==> src/rtl/t1rb_pkg.sv <==
package t1rb_pkg;

  typedef enum logic [1:0] {
    FMT_SF        = 2'd0,
    FMT_ESF16     = 2'd1,
    FMT_ESF4      = 2'd2,
    FMT_ESF16_ALT = 2'd3
  } rb_fmt_e;

  typedef enum logic [1:0] {
    SRC_PCM     = 2'd0,
    SRC_REG     = 2'd1,
    SRC_BUS     = 2'd2,
    SRC_PCM_ALT = 2'd3
  } rb_src_e;

  typedef struct packed {
    logic       hit;
    logic [1:0] idx;
  } sig_slot_t;

  // Signaling letter carried by a frame number for a given format.
  function automatic sig_slot_t frame_slot(input logic [7:0] frame, input rb_fmt_e fmt);
    sig_slot_t s;
    s = '0;
    case (frame)
      8'd6: begin
        s.hit = 1'b1;
        s.idx = 2'd0;
      end
      8'd12: begin
        s.hit = 1'b1;
        s.idx = 2'd1;
      end
      8'd18: begin
        s.hit = (fmt != FMT_SF);
        s.idx = (fmt == FMT_ESF4) ? 2'd0 : 2'd2;
      end
      8'd24: begin
        s.hit = (fmt != FMT_SF);
        s.idx = (fmt == FMT_ESF4) ? 2'd1 : 2'd3;
      end
      default: s = '0;
    endcase
    return s;
  endfunction

endpackage

==> src/rtl/t1rb_rst_sync.sv <==
module t1rb_rst_sync (
  input  logic clk,
  input  logic rst_n,
  output logic rst_sync_n
);

  logic [1:0] sync_r;

  always_ff @(posedge clk or negedge rst_n) begin
    if (!rst_n) begin
      sync_r <= 2'b00;
    end else begin
      sync_r <= {sync_r[0], 1'b1};
    end
  end

  assign rst_sync_n = sync_r[1];

endmodule

==> src/rtl/t1rb_timing.sv <==
module t1rb_timing #(
  parameter  int N_CH        = 24,
  parameter  int BITS_PER_CH = 8,
  parameter  int FRAMES_ESF  = 24,
  parameter  int FRAMES_SF   = 12,
  localparam int FRAME_BITS  = N_CH * BITS_PER_CH + 1,
  localparam int POS_W       = $clog2(FRAME_BITS),
  localparam int FR_W        = $clog2(FRAMES_ESF + 1),
  localparam int CH_W        = $clog2(N_CH),
  localparam int BIC_W       = $clog2(BITS_PER_CH)
) (
  input  logic             clk,
  input  logic             rst_n,
  input  logic             fsync,
  input  logic             msync,
  input  logic             is_sf,
  output logic [FR_W-1:0]  frame_q,
  output logic [FR_W-1:0]  cur_frame,
  output logic             slot_valid,
  output logic [CH_W-1:0]  cur_ch,
  output logic [BIC_W-1:0] cur_bic
);

  logic [POS_W-1:0] pos_r, pos_n, slot_off, quot, rem;
  logic [FR_W-1:0]  frame_r, frame_n, frame_last;
  logic             frame_mark;

  // Position and frame number of the bit presented this cycle.
  always_comb begin
    frame_mark = fsync | msync;
    frame_last = is_sf ? FR_W'(FRAMES_SF) : FR_W'(FRAMES_ESF);

    if (frame_mark) begin
      pos_n = '0;
    end else if (pos_r == POS_W'(FRAME_BITS - 1)) begin
      pos_n = '0;
    end else begin
      pos_n = pos_r + 1'b1;
    end

    frame_n = frame_r;
    if (msync) begin
      frame_n = FR_W'(1);
    end else if (fsync && (frame_r != '0)) begin
      frame_n = (frame_r >= frame_last) ? FR_W'(1) : frame_r + 1'b1;
    end

    slot_valid = (pos_n != '0);
    slot_off   = pos_n - 1'b1;
    quot       = slot_off / POS_W'(BITS_PER_CH);
    rem        = slot_off % POS_W'(BITS_PER_CH);
    cur_ch     = CH_W'(quot);
    cur_bic    = BIC_W'(rem);
    cur_frame  = frame_n;
  end

  always_ff @(posedge clk or negedge rst_n) begin
    if (!rst_n) begin
      pos_r   <= '0;
      frame_r <= '0;
    end else begin
      pos_r   <= pos_n;
      frame_r <= frame_n;
    end
  end

  assign frame_q = frame_r;

endmodule

==> src/rtl/t1rb_bus_cap.sv <==
module t1rb_bus_cap #(
  parameter  int N_CH        = 24,
  parameter  int BITS_PER_CH = 8,
  parameter  int SIG_W       = 4,
  localparam int CH_W        = $clog2(N_CH),
  localparam int BIC_W       = $clog2(BITS_PER_CH)
) (
  input  logic                   clk,
  input  logic                   rst_n,
  input  logic                   sig_bus,
  input  logic                   slot_valid,
  input  logic [CH_W-1:0]        cur_ch,
  input  logic [BIC_W-1:0]       cur_bic,
  input  logic                   ab_only,
  input  logic                   msync,
  output logic [N_CH*SIG_W-1:0]  bus_act
);

  for (genvar c = 0; c < N_CH; c++) begin : g_ch
    logic             hit;
    logic [SIG_W-1:0] pend_r, pend_n, act_r, act_n;

    always_comb begin
      hit    = slot_valid && (cur_ch == CH_W'(c));
      pend_n = pend_r;
      for (int k = 0; k < SIG_W; k++) begin
        if (hit && (cur_bic == BIC_W'(k)) && (!ab_only || (k < 2))) begin
          pend_n[k] = sig_bus;
        end
      end
      act_n = msync ? pend_r : act_r;
    end

    always_ff @(posedge clk or negedge rst_n) begin
      if (!rst_n) begin
        pend_r <= '0;
        act_r  <= '0;
      end else begin
        pend_r <= pend_n;
        act_r  <= act_n;
      end
    end

    assign bus_act[c*SIG_W +: SIG_W] = act_r;
  end

endmodule

==> src/rtl/t1rb_insert.sv <==
module t1rb_insert
  import t1rb_pkg::*;
#(
  parameter  int N_CH        = 24,
  parameter  int BITS_PER_CH = 8,
  parameter  int SIG_W       = 4,
  parameter  int FR_W        = 5,
  localparam int CH_W        = $clog2(N_CH),
  localparam int BIC_W       = $clog2(BITS_PER_CH)
) (
  input  logic                  clk,
  input  logic                  rst_n,
  input  logic                  ser_in,
  input  logic                  slot_valid,
  input  logic [CH_W-1:0]       cur_ch,
  input  logic [BIC_W-1:0]      cur_bic,
  input  logic [FR_W-1:0]       cur_frame,
  input  logic [1:0]            fmt,
  input  logic [2*N_CH-1:0]     src_sel,
  input  logic [SIG_W*N_CH-1:0] reg_sig,
  input  logic [SIG_W*N_CH-1:0] bus_act,
  output logic                  ser_out
);

  sig_slot_t        slot;
  rb_src_e          ch_src;
  logic [SIG_W-1:0] reg_bits, bus_bits;
  logic             rob, sig_bit, out_n, out_r;

  always_comb begin
    slot     = frame_slot(8'(cur_frame), rb_fmt_e'(fmt));
    rob      = slot_valid && (cur_bic == BIC_W'(BITS_PER_CH - 1)) && slot.hit;
    ch_src   = SRC_PCM;
    reg_bits = '0;
    bus_bits = '0;
    for (int c = 0; c < N_CH; c++) begin
      if (cur_ch == CH_W'(c)) begin
        ch_src   = rb_src_e'(src_sel[2*c +: 2]);
        reg_bits = reg_sig[SIG_W*c +: SIG_W];
        bus_bits = bus_act[SIG_W*c +: SIG_W];
      end
    end
    case (ch_src)
      SRC_REG: sig_bit = reg_bits[slot.idx];
      SRC_BUS: sig_bit = bus_bits[slot.idx];
      default: sig_bit = ser_in;
    endcase
    out_n = rob ? sig_bit : ser_in;
  end

  always_ff @(posedge clk or negedge rst_n) begin
    if (!rst_n) begin
      out_r <= 1'b0;
    end else begin
      out_r <= out_n;
    end
  end

  assign ser_out = out_r;

endmodule

==> src/rtl/t1_rbs_inserter.sv <==
module t1_rbs_inserter
  import t1rb_pkg::*;
#(
  parameter int N_CH        = 24,
  parameter int BITS_PER_CH = 8,
  parameter int SIG_W       = 4,
  parameter int FRAMES_ESF  = 24,
  parameter int FRAMES_SF   = 12
) (
  input  logic                  clk,
  input  logic                  rst_n,
  input  logic                  ser_in,
  input  logic                  fsync,
  input  logic                  msync,
  input  logic                  sig_bus,
  input  logic [1:0]            mode,
  input  logic [2*N_CH-1:0]     src_sel,
  input  logic [SIG_W*N_CH-1:0] reg_sig,
  output logic                  ser_out
);

  localparam int FR_W  = $clog2(FRAMES_ESF + 1);
  localparam int CH_W  = $clog2(N_CH);
  localparam int BIC_W = $clog2(BITS_PER_CH);

  logic                  rst_sync_n;
  logic                  is_sf, ab_only;
  logic [FR_W-1:0]       frame_q, cur_frame;
  logic                  slot_valid;
  logic [CH_W-1:0]       cur_ch;
  logic [BIC_W-1:0]      cur_bic;
  logic [SIG_W*N_CH-1:0] bus_act;

  always_comb begin
    is_sf   = (rb_fmt_e'(mode) == FMT_SF);
    ab_only = is_sf || (rb_fmt_e'(mode) == FMT_ESF4);
  end

  t1rb_rst_sync u_rst (
    .clk        (clk),
    .rst_n      (rst_n),
    .rst_sync_n (rst_sync_n)
  );

  t1rb_timing #(
    .N_CH        (N_CH),
    .BITS_PER_CH (BITS_PER_CH),
    .FRAMES_ESF  (FRAMES_ESF),
    .FRAMES_SF   (FRAMES_SF)
  ) u_timing (
    .clk        (clk),
    .rst_n      (rst_sync_n),
    .fsync      (fsync),
    .msync      (msync),
    .is_sf      (is_sf),
    .frame_q    (frame_q),
    .cur_frame  (cur_frame),
    .slot_valid (slot_valid),
    .cur_ch     (cur_ch),
    .cur_bic    (cur_bic)
  );

  t1rb_bus_cap #(
    .N_CH        (N_CH),
    .BITS_PER_CH (BITS_PER_CH),
    .SIG_W       (SIG_W)
  ) u_bus (
    .clk        (clk),
    .rst_n      (rst_sync_n),
    .sig_bus    (sig_bus),
    .slot_valid (slot_valid),
    .cur_ch     (cur_ch),
    .cur_bic    (cur_bic),
    .ab_only    (ab_only),
    .msync      (msync),
    .bus_act    (bus_act)
  );

  t1rb_insert #(
    .N_CH        (N_CH),
    .BITS_PER_CH (BITS_PER_CH),
    .SIG_W       (SIG_W),
    .FR_W        (FR_W)
  ) u_ins (
    .clk        (clk),
    .rst_n      (rst_sync_n),
    .ser_in     (ser_in),
    .slot_valid (slot_valid),
    .cur_ch     (cur_ch),
    .cur_bic    (cur_bic),
    .cur_frame  (cur_frame),
    .fmt        (mode),
    .src_sel    (src_sel),
    .reg_sig    (reg_sig),
    .bus_act    (bus_act),
    .ser_out    (ser_out)
  );

endmodule

==> config.mk <==
export PLATFORM = sky130hd
export DESIGN_NAME = t1_rbs_inserter
export DESIGN_NICKNAME = d
export VERILOG_FILES = /design/src/rtl/t1rb_pkg.sv /design/src/rtl/t1rb_rst_sync.sv /design/src/rtl/t1rb_timing.sv /design/src/rtl/t1rb_bus_cap.sv /design/src/rtl/t1rb_insert.sv /design/src/rtl/t1_rbs_inserter.sv
export SDC_FILE = /design/constraint.sdc
export NUM_CORES = 1
export LEC_CHECK = 0
export ABC_AREA = 1
export BUFFER_PORTS_ARGS = -buffer_cell sky130_fd_sc_hd__buf_2
export CORE_ASPECT_RATIO = 1.2
export CORE_MARGIN = 10
export CORE_UTILIZATION = 45
export CTS_BUF_LIST = sky130_fd_sc_hd__clkbuf_4 sky130_fd_sc_hd__clkbuf_8 sky130_fd_sc_hd__clkbuf_16
export CTS_CLUSTER_DIAMETER = 60
export CTS_CLUSTER_SIZE = 16
export DETAILED_ROUTE_END_ITERATION = 12
export PLACE_DENSITY_LB_ADDON = 0.2
export SETUP_SLACK_MARGIN = 0.05
export SLEW_MARGIN = 20
export SYNTH_ARGS = -nofsm -noshare
export SYNTH_HDL_FRONTEND = slang
export SYNTH_SLANG_ARGS = --single-unit
==> constraint.sdc <==
create_clock -name clk -period 7.4 [get_ports clk]
set_input_delay 1.11 -clock clk [delete_from_list [all_inputs] [get_ports clk]]
set_output_delay 1.11 -clock clk [all_outputs]
set_load 0.01 [all_outputs]
==> flow_summary_export.csv, run 1 <==
group,metric,value,unit
layout,drive_gt1_frac,0.160,
floorplanning,die-height,190,um
layout,layout.nets,1747,
clock_tree,clk_latency,490,ps
synth,synthAdderAreaFrac,0.00919,
timing,worst_pin_slew,1020,ps
setup_path,path_class,"in2reg",
clock_tree,cts_resized,0,
timing,setup_viol,0,
route,vias_per_cell,5.13,
run,max-cap-violations,0,
clock_tree,root_buffer,"clkbuf_16",
route,antenna_left,0,
global_route,grt_pass1_wl,50.9,mm
timing,max_freq,195,MHz
timing,fin_tns_setup,0,ps
synth,synth_top_flop_cell,"dfrtp_1",
floorplanning,io_pins,153,
timing,rsz0062_at_grt,"no",
setup_path,cp-end-kind,"flip-flop",
floorplanning,rows,62,
synth,muxShareOfSynthArea,0.0404,
synth,yosys.area_share.simple,0.303,
route,wirelength,31.5,mm
synth,ys_ff_latch,208,
synth,synthXorXnorAreaFrac,0.00161,
status,status,"completed",
synth,syn_area,10900,um^2
timing,hold_viol_final,0,
setup_path,required,7780,ps
synth,synth_cell_type_count,36,
layout,post-route-util,0.525,
power_and_ir_drop,p_sw,0.679,mW
power_and_ir_drop,vdd_drop_max,0.152,mV
clock_tree,htree_levels,1,
synth,avgSynthCellArea,7.46,um^2
timing,min_period,5130,ps
setup_path,cp.arrival,5520,ps
synth,synth-edff-count,0,
setup_path,worst_setup_path_start_kind,"input pin",
floorplanning,start_util,0.456,
route,routedWlPerCell,16.5,um
power_and_ir_drop,power_leakage,6.98,nW
synth,yosys.area.top_type_share,0.478,
synth,synth_top_area_cell,"dfrtp_1",
global_route,gr-total-overflow,0,
synth,synth-compound-area-share,0.0841,
floorplanning,dieWidth,162,um
power_and_ir_drop,swShare,0.272,
floorplanning,core,23900,um^2
route,drc,0,
synth,async_flop_share,1.00,
layout,area_growth,15.2,%
setup_path,crit_fanout,32,
power_and_ir_drop,clkPwrFrac,0.384,
power_and_ir_drop,power_density,199,nW/um^2
placement,place.gp.congestion,0.867,
layout,antenna_cells,0,
setup_path,critPathMaxStageDelay,310,ps
synth,yosys-top-cells-area,"dfrtp_1 (48%), nand2_1 (19%), inv_1 (5.0%)",
clock_tree,path_clk_slew,60,ps
clock_tree,clockBufferDepth,3,
timing,slew-limit-headroom,0.317,
setup_path,slowest_stage,"buf_4",
clock_tree,cts_hold_buf,0,
power_and_ir_drop,power_frac_seq,0.494,
synth,synth_top_family_by_area,"simple AND/OR/NAND/NOR gates",
timing,period_share,0.694,
synth,syn-instance-count,1460,
timing,drv_slew,0,
global_route,grt_pass1_vias,9594,
floorplanning,die_area,30800,um^2
power_and_ir_drop,p_int,1.82,mW
clock_tree,cts_tree,"yes",
timing,skew,14.8,ps
route,vias,9813,
synth,syn_nets,1620,
worst_hold_path,hp-class,"reg2reg",
synth,synth_warnings,0,
placement,port_buffers,152,
global_route,grt_max_degree,147,
synth,seq_area_frac_synth,0.478,
global_route,antenna_found_initial,0,
power_and_ir_drop,comb_power_share,0.122,
route,first_pass_iters,5,
route,drt_iter0_drc,771,
global_route,grt_use_total,0.202,
clock_tree,post_cts_buffers,0,
clock_tree,cts.sinks,208,
clock_tree,cts_made_buffers,19,
setup_path,cpMostUsedCell,"nand3_1",
placement,dpl.hpwl,21.6,mm
-- cells in the final DEF (no fill, tap or decap), types with 2 or more instances in the layout --
cell	synthesis	routed
nand2_1	553	553
dfrtp_1	208	207
buf_2	9	151
inv_1	146	146
nor2_1	87	86
nand3_1	81	81
a21oi_1	65	65
o21ai_0	61	61
mux2i_1	44	44
nand4_1	34	34
a31oi_1	33	33
buf_4	2	22
clkbuf_16	0	19
inv_2	18	18
ha_1	8	8
nand2_2	7	7
or2_2	6	6
nand3_2	6	6
nor2_2	4	5
o21ai_1	5	5
or2_1	3	3
nor3_2	0	3
clkinv_2	0	3
nor3_1	5	2
nand2_4	2	2
o21ai_2	2	2
nor2_4	2	2
nand3b_1	2	2
o22ai_1	2	2
xor2_1	2	2
-- power groups by stage --
stage / registers, mW / clock network (mW) / logic [mW]
finish: 1.23 / 0.961 / 0.305
CTS: 1.23 / 0.980 / 0.309
global route: 1.24 / 1.02 / 0.348
floorplan: 1.26 / 0 / 0.182
detailed placement: 1.26 / 0 / 0.308
global placement: 1.25 / 0 / 0.303
-- critical path, delay by kind of cell --
family                     cells  cell delay (ps)
AOI/OAI and AO/OA              7             1050
adders and majority gates      1              280
and+or+nand+nor               20             2260
buffers and inverters          7              810
-- per-layer routing --
layer / share of wire / up-vias / global-route usage / wire [um]
met4: 0.017 / 0 / 0.0522 / 531
met2: 0.50 / 264 / 0.345 / 15600
li1: - / 4859 / - / -
met1: 0.43 / 4656 / 0.266 / 13600
met3: 0.054 / 34 / 0.0240 / 1690
met5: 0 / - / 0 / 0
-- final timing paths --
path | startpoint | to | slack (ps) | cells past startpoint
setup / recovery | msync | u_ins.ser_out$_DFF_PN0_ | 2270 | 35
hold / removal | u_rst.sync_r[0]$_DFF_PN0_ | u_rst.sync_r[1]$_DFF_PN0_ | 350 | 0
setup reg to reg | u_timing.pos_r[0]$_DFF_PN0_ | u_ins.ser_out$_DFF_PN0_ | 2470 | 36
hold reg to reg | u_rst.sync_r[0]$_DFF_PN0_ | u_rst.sync_r[1]$_DFF_PN0_ | 350 | 0
max in group asynchronous | u_rst.sync_r[1]$_DFF_PN0_ | u_ins.ser_out$_DFF_PN0_ | 5720 | 1
min in group asynchronous | rst_n | u_rst.sync_r[1]$_DFF_PN0_ | 400 | 1
-- Yosys cell counts (3+ instances only) --
library cell,instances
a21oi_1,65
a31oi_1,33
buf_1,3
buf_2,9
clkbuf_1,52
dfrtp_1,208
ha_1,8
inv_1,146
inv_2,18
mux2i_1,44
nand2_1,553
nand2_2,7
nand3_1,81
nand3_2,6
nand4_1,34
nor2_1,87
nor2_2,4
nor3_1,5
o21ai_0,61
o21ai_1,5
or2_1,3
or2_2,6
-- logic make-up after synthesis --
group,Yosys count
fa+ha+maj,8
buf+inv,233
flops,208
xor+xnor,2
other cells,1
compound gates,171
simple gates,793
mux,44
-- sequential cells by signal (all words and copies together) (netlist names) --
signal,flops
u_bus.g_ch.act_r,96
u_rst.sync_r,2
u_timing.pos_r,8
u_timing.frame_q,5
u_bus.g_ch.pend_r,96
u_ins.ser_out,1
-- area by class of cell --
| cell class | instances | area [um^2] |
|---|---|---|
| fill | 2377 | 11400 |
| sequential | 208 | 5210 |
| multi-input combinational | 1019 | 4790 |
| timing repair buffer | 174 | 941 |
| inverter | 165 | 622 |
| clock buffer | 20 | 489 |
| tap | 320 | 400 |
| clock inverter | 8 | 88.8 |
-- stage by stage --
| stage | setup WS (ps) | hold slack (ps) | instances | instance area (um^2) | total power [mW] |
|---|---|---|---|---|---|
| final | 2270 | 354 | 1914 | 12500 | 2.50 |
| after global routing | 1830 | 359 | 1914 | 12500 | 2.61 |
| after CTS | 2250 | 356 | 1914 | 12500 | 2.52 |
| after detailed placement | 1750 | 342 | 1886 | 12000 | 1.56 |
| after global placement | 1870 | 339 | 1886 | 12000 | 1.56 |
| after floorplan | 1170 | 331 | 1460 | 10900 | 1.44 |
No activity file was read; power rests on OpenSTA's default activity.
==> inputs of run 2 (changes only) <==
==> constraint.sdc (replaced) <==
create_clock -name clk -period 4.5 [get_ports clk]
set_input_delay 0.675 -clock clk [delete_from_list [all_inputs] [get_ports clk]]
set_output_delay 0.675 -clock clk [all_outputs]
set_load 0.01 [all_outputs]
==> run 2 against run 1 <==
Worst setup slack lost 1900 ps. Sequential share of layout area shrank 1.3 points. First-iteration DRC count grew 2.3%. Register-to-register slack lost 2100 ps. Global-route usage grew 0.68 points. Sequential power grew 65%.
==> flow_summary_export.csv, run 2 (synthesis results as in run 1) <==
group,metric,value,unit
status,status,"completed",
global_route,antenna_found_initial,0,
power_and_ir_drop,vdd_drop_max,0.213,mV
clock_tree,cts.sinks,208,
power_and_ir_drop,comb_power_share,0.137,
clock_tree,htree_levels,1,
timing,max_freq,240,MHz
power_and_ir_drop,power_frac_seq,0.508,
setup_path,critPathMaxStageDelay,450,ps
floorplanning,start_util,0.456,
global_route,grt_pass1_vias,9686,
power_and_ir_drop,clkPwrFrac,0.355,
route,drt_iter0_drc,789,
route,vias,10000,
timing,hold_viol_final,0,
layout,drive_gt1_frac,0.201,
clock_tree,root_buffer,"clkbuf_16",
power_and_ir_drop,power_density,308,nW/um^2
clock_tree,clockBufferDepth,3,
global_route,grt_max_degree,76,
worst_hold_path,hp-class,"reg2reg",
power_and_ir_drop,p_sw,1.08,mW
timing,period_share,0.925,
floorplanning,die-height,190,um
clock_tree,cts_tree,"yes",
setup_path,cp-end-kind,"flip-flop",
setup_path,slowest_stage,"dfrtp_2",
clock_tree,path_clk_slew,70,ps
setup_path,reg2reg_depth,34,
layout,fillers,2347,
floorplanning,dieWidth,162,um
floorplanning,die_area,30800,um^2
setup_path,path_class,"reg2reg",
power_and_ir_drop,p_int,2.92,mW
setup_path,cpMostUsedCell,"nand2_2",
layout,layout_common_cells,"nand2_1 (541), dfrtp_1 (206), buf_2 (151), inv_1 (144), nor2_1 (79)",
setup_path,crit_fanout,7,
global_route,gr-total-overflow,0,
clock_tree,clk_latency,490,ps
floorplanning,rows,62,
layout,multiInputGateArea,4970,um^2
timing,skew,11.1,ps
floorplanning,core,23900,um^2
route,first_pass_iters,5,
timing,min_period,4160,ps
setup_path,required,4880,ps
power_and_ir_drop,power_leakage,7.19,nW
layout,area_growth,19.0,%
run,max-cap-violations,0,
timing,drv_slew,0,
placement,dpl_cell_area,12200,um^2
layout,final_common_cell,"nand2_1",
timing,worst_pin_slew,886,ps
timing,fin_tns_setup,0,ps
placement,dpl.hpwl,23.1,mm
global_route,grt_pass1_wl,52.3,mm
placement,place.gp.congestion,0.911,
route,vias_per_cell,5.14,
route,routedWlPerCell,16.9,um
route,antenna_left,0,
layout,stdcell_area,13000,um^2
layout,antenna_cells,0,
layout,top_regs,"u_bus.g_ch.act_r: 96 flops, u_bus.g_ch.pend_r: 96 flops, u_timing.pos_r: 8 flops",
global_route,grt_use_total,0.209,
layout,regArea,5210,um^2
route,drc,0,
route,wirelength,33.0,mm
clock_tree,cts_made_buffers,17,
timing,slew-limit-headroom,0.409,
timing,setup_viol,0,
placement,port_buffers,152,
power_and_ir_drop,power,4.00,mW
setup_path,cp.arrival,4540,ps
floorplanning,io_pins,153,
worst_hold_path,holdPathStages,0,
power_and_ir_drop,swShare,0.270,
setup_path,worst_setup_path_start_kind,"flip-flop",
layout,layout.nets,1786,
## run 2: worst max-delay path, delay by kind of cell, from the launching register on
family | cells | cell delay [ps]
adders and majority gates | 2 | 340
buffers and inverters | 8 | 590
DFF | 1 | 450
and+or+nand+nor | 18 | 2050
AOI/OAI and AO/OA | 6 | 650
## run 2: power by group through the flow
stage,Clock (mW),Combinational [mW],Sequential [mW]
5_1_grt,1.53,0.623,2.04
6_report,1.42,0.547,2.03
4_1_cts,1.46,0.532,2.03
3_3_place_gp,0,0.518,2.06
2_1_floorplan,0,0.300,2.07
3_5_place_dp,0,0.529,2.06
## run 2: area by class of cell
cell class | count | share of cell area
clock buffer | 22 | 0.0372
clock inverter | 2 | 0.000965
inverter | 165 | 0.0484
multi-input combinational | 1019 | 0.384
sequential | 208 | 0.402
tap | 320 | 0.0309
timing repair buffer | 215 | 0.0968
## run 2: repair_timing
item | 4_1_cts | 5_1_grt
buffers inserted | 0 | 12
endpoints found under the hold margin | 2 | 0
setup endpoints to repair | 0 | 1
hold buffers | 1 | 0
resized for setup | 0 | 50
## run 2: per-layer routing
layer / vias up / GRT usage / share of wire
met5: - / 0 / 0
met4: 0 / 0.0564 / 0.025
met3: 52 / 0.0274 / 0.051
met2: 270 / 0.352 / 0.50
met1: 4761 / 0.277 / 0.43
li1: 4940 / - / -
## run 2: path summary, 6_finish.rpt
path	slack, ps	from	end
max	340	u_timing.pos_r[0]$_DFF_PN0_	u_ins.ser_out$_DFF_PN0_
min	360	u_rst.sync_r[0]$_DFF_PN0_	u_rst.sync_r[1]$_DFF_PN0_
max reg2reg	340	u_timing.pos_r[0]$_DFF_PN0_	u_ins.ser_out$_DFF_PN0_
min reg2reg	360	u_rst.sync_r[0]$_DFF_PN0_	u_rst.sync_r[1]$_DFF_PN0_
max in group asynchronous	2950	u_rst.sync_r[1]$_DFF_PN0_	u_bus.g_ch[23].pend_r[2]$_DFFE_PN0P_
min in group asynchronous	440	u_rst.sync_r[1]$_DFF_PN0_	u_bus.g_ch[9].pend_r[0]$_DFFE_PN0P_
## run 2: through the flow
| step | cells | util | hold WS (ps) | worst slack [ps] |
|---|---|---|---|---|
| after floorplan | 1460 | - | 331 | 572 |
| after global placement | 1914 | 0.510 | 339 | 152 |
| after detailed placement | 1914 | 0.510 | 338 | 140 |
| after CTS | 1939 | 0.531 | 361 | 205 |
| after global routing | 1951 | 0.542 | 372 | -64.8 |
| final | 1951 | 0.542 | 358 | 337 |
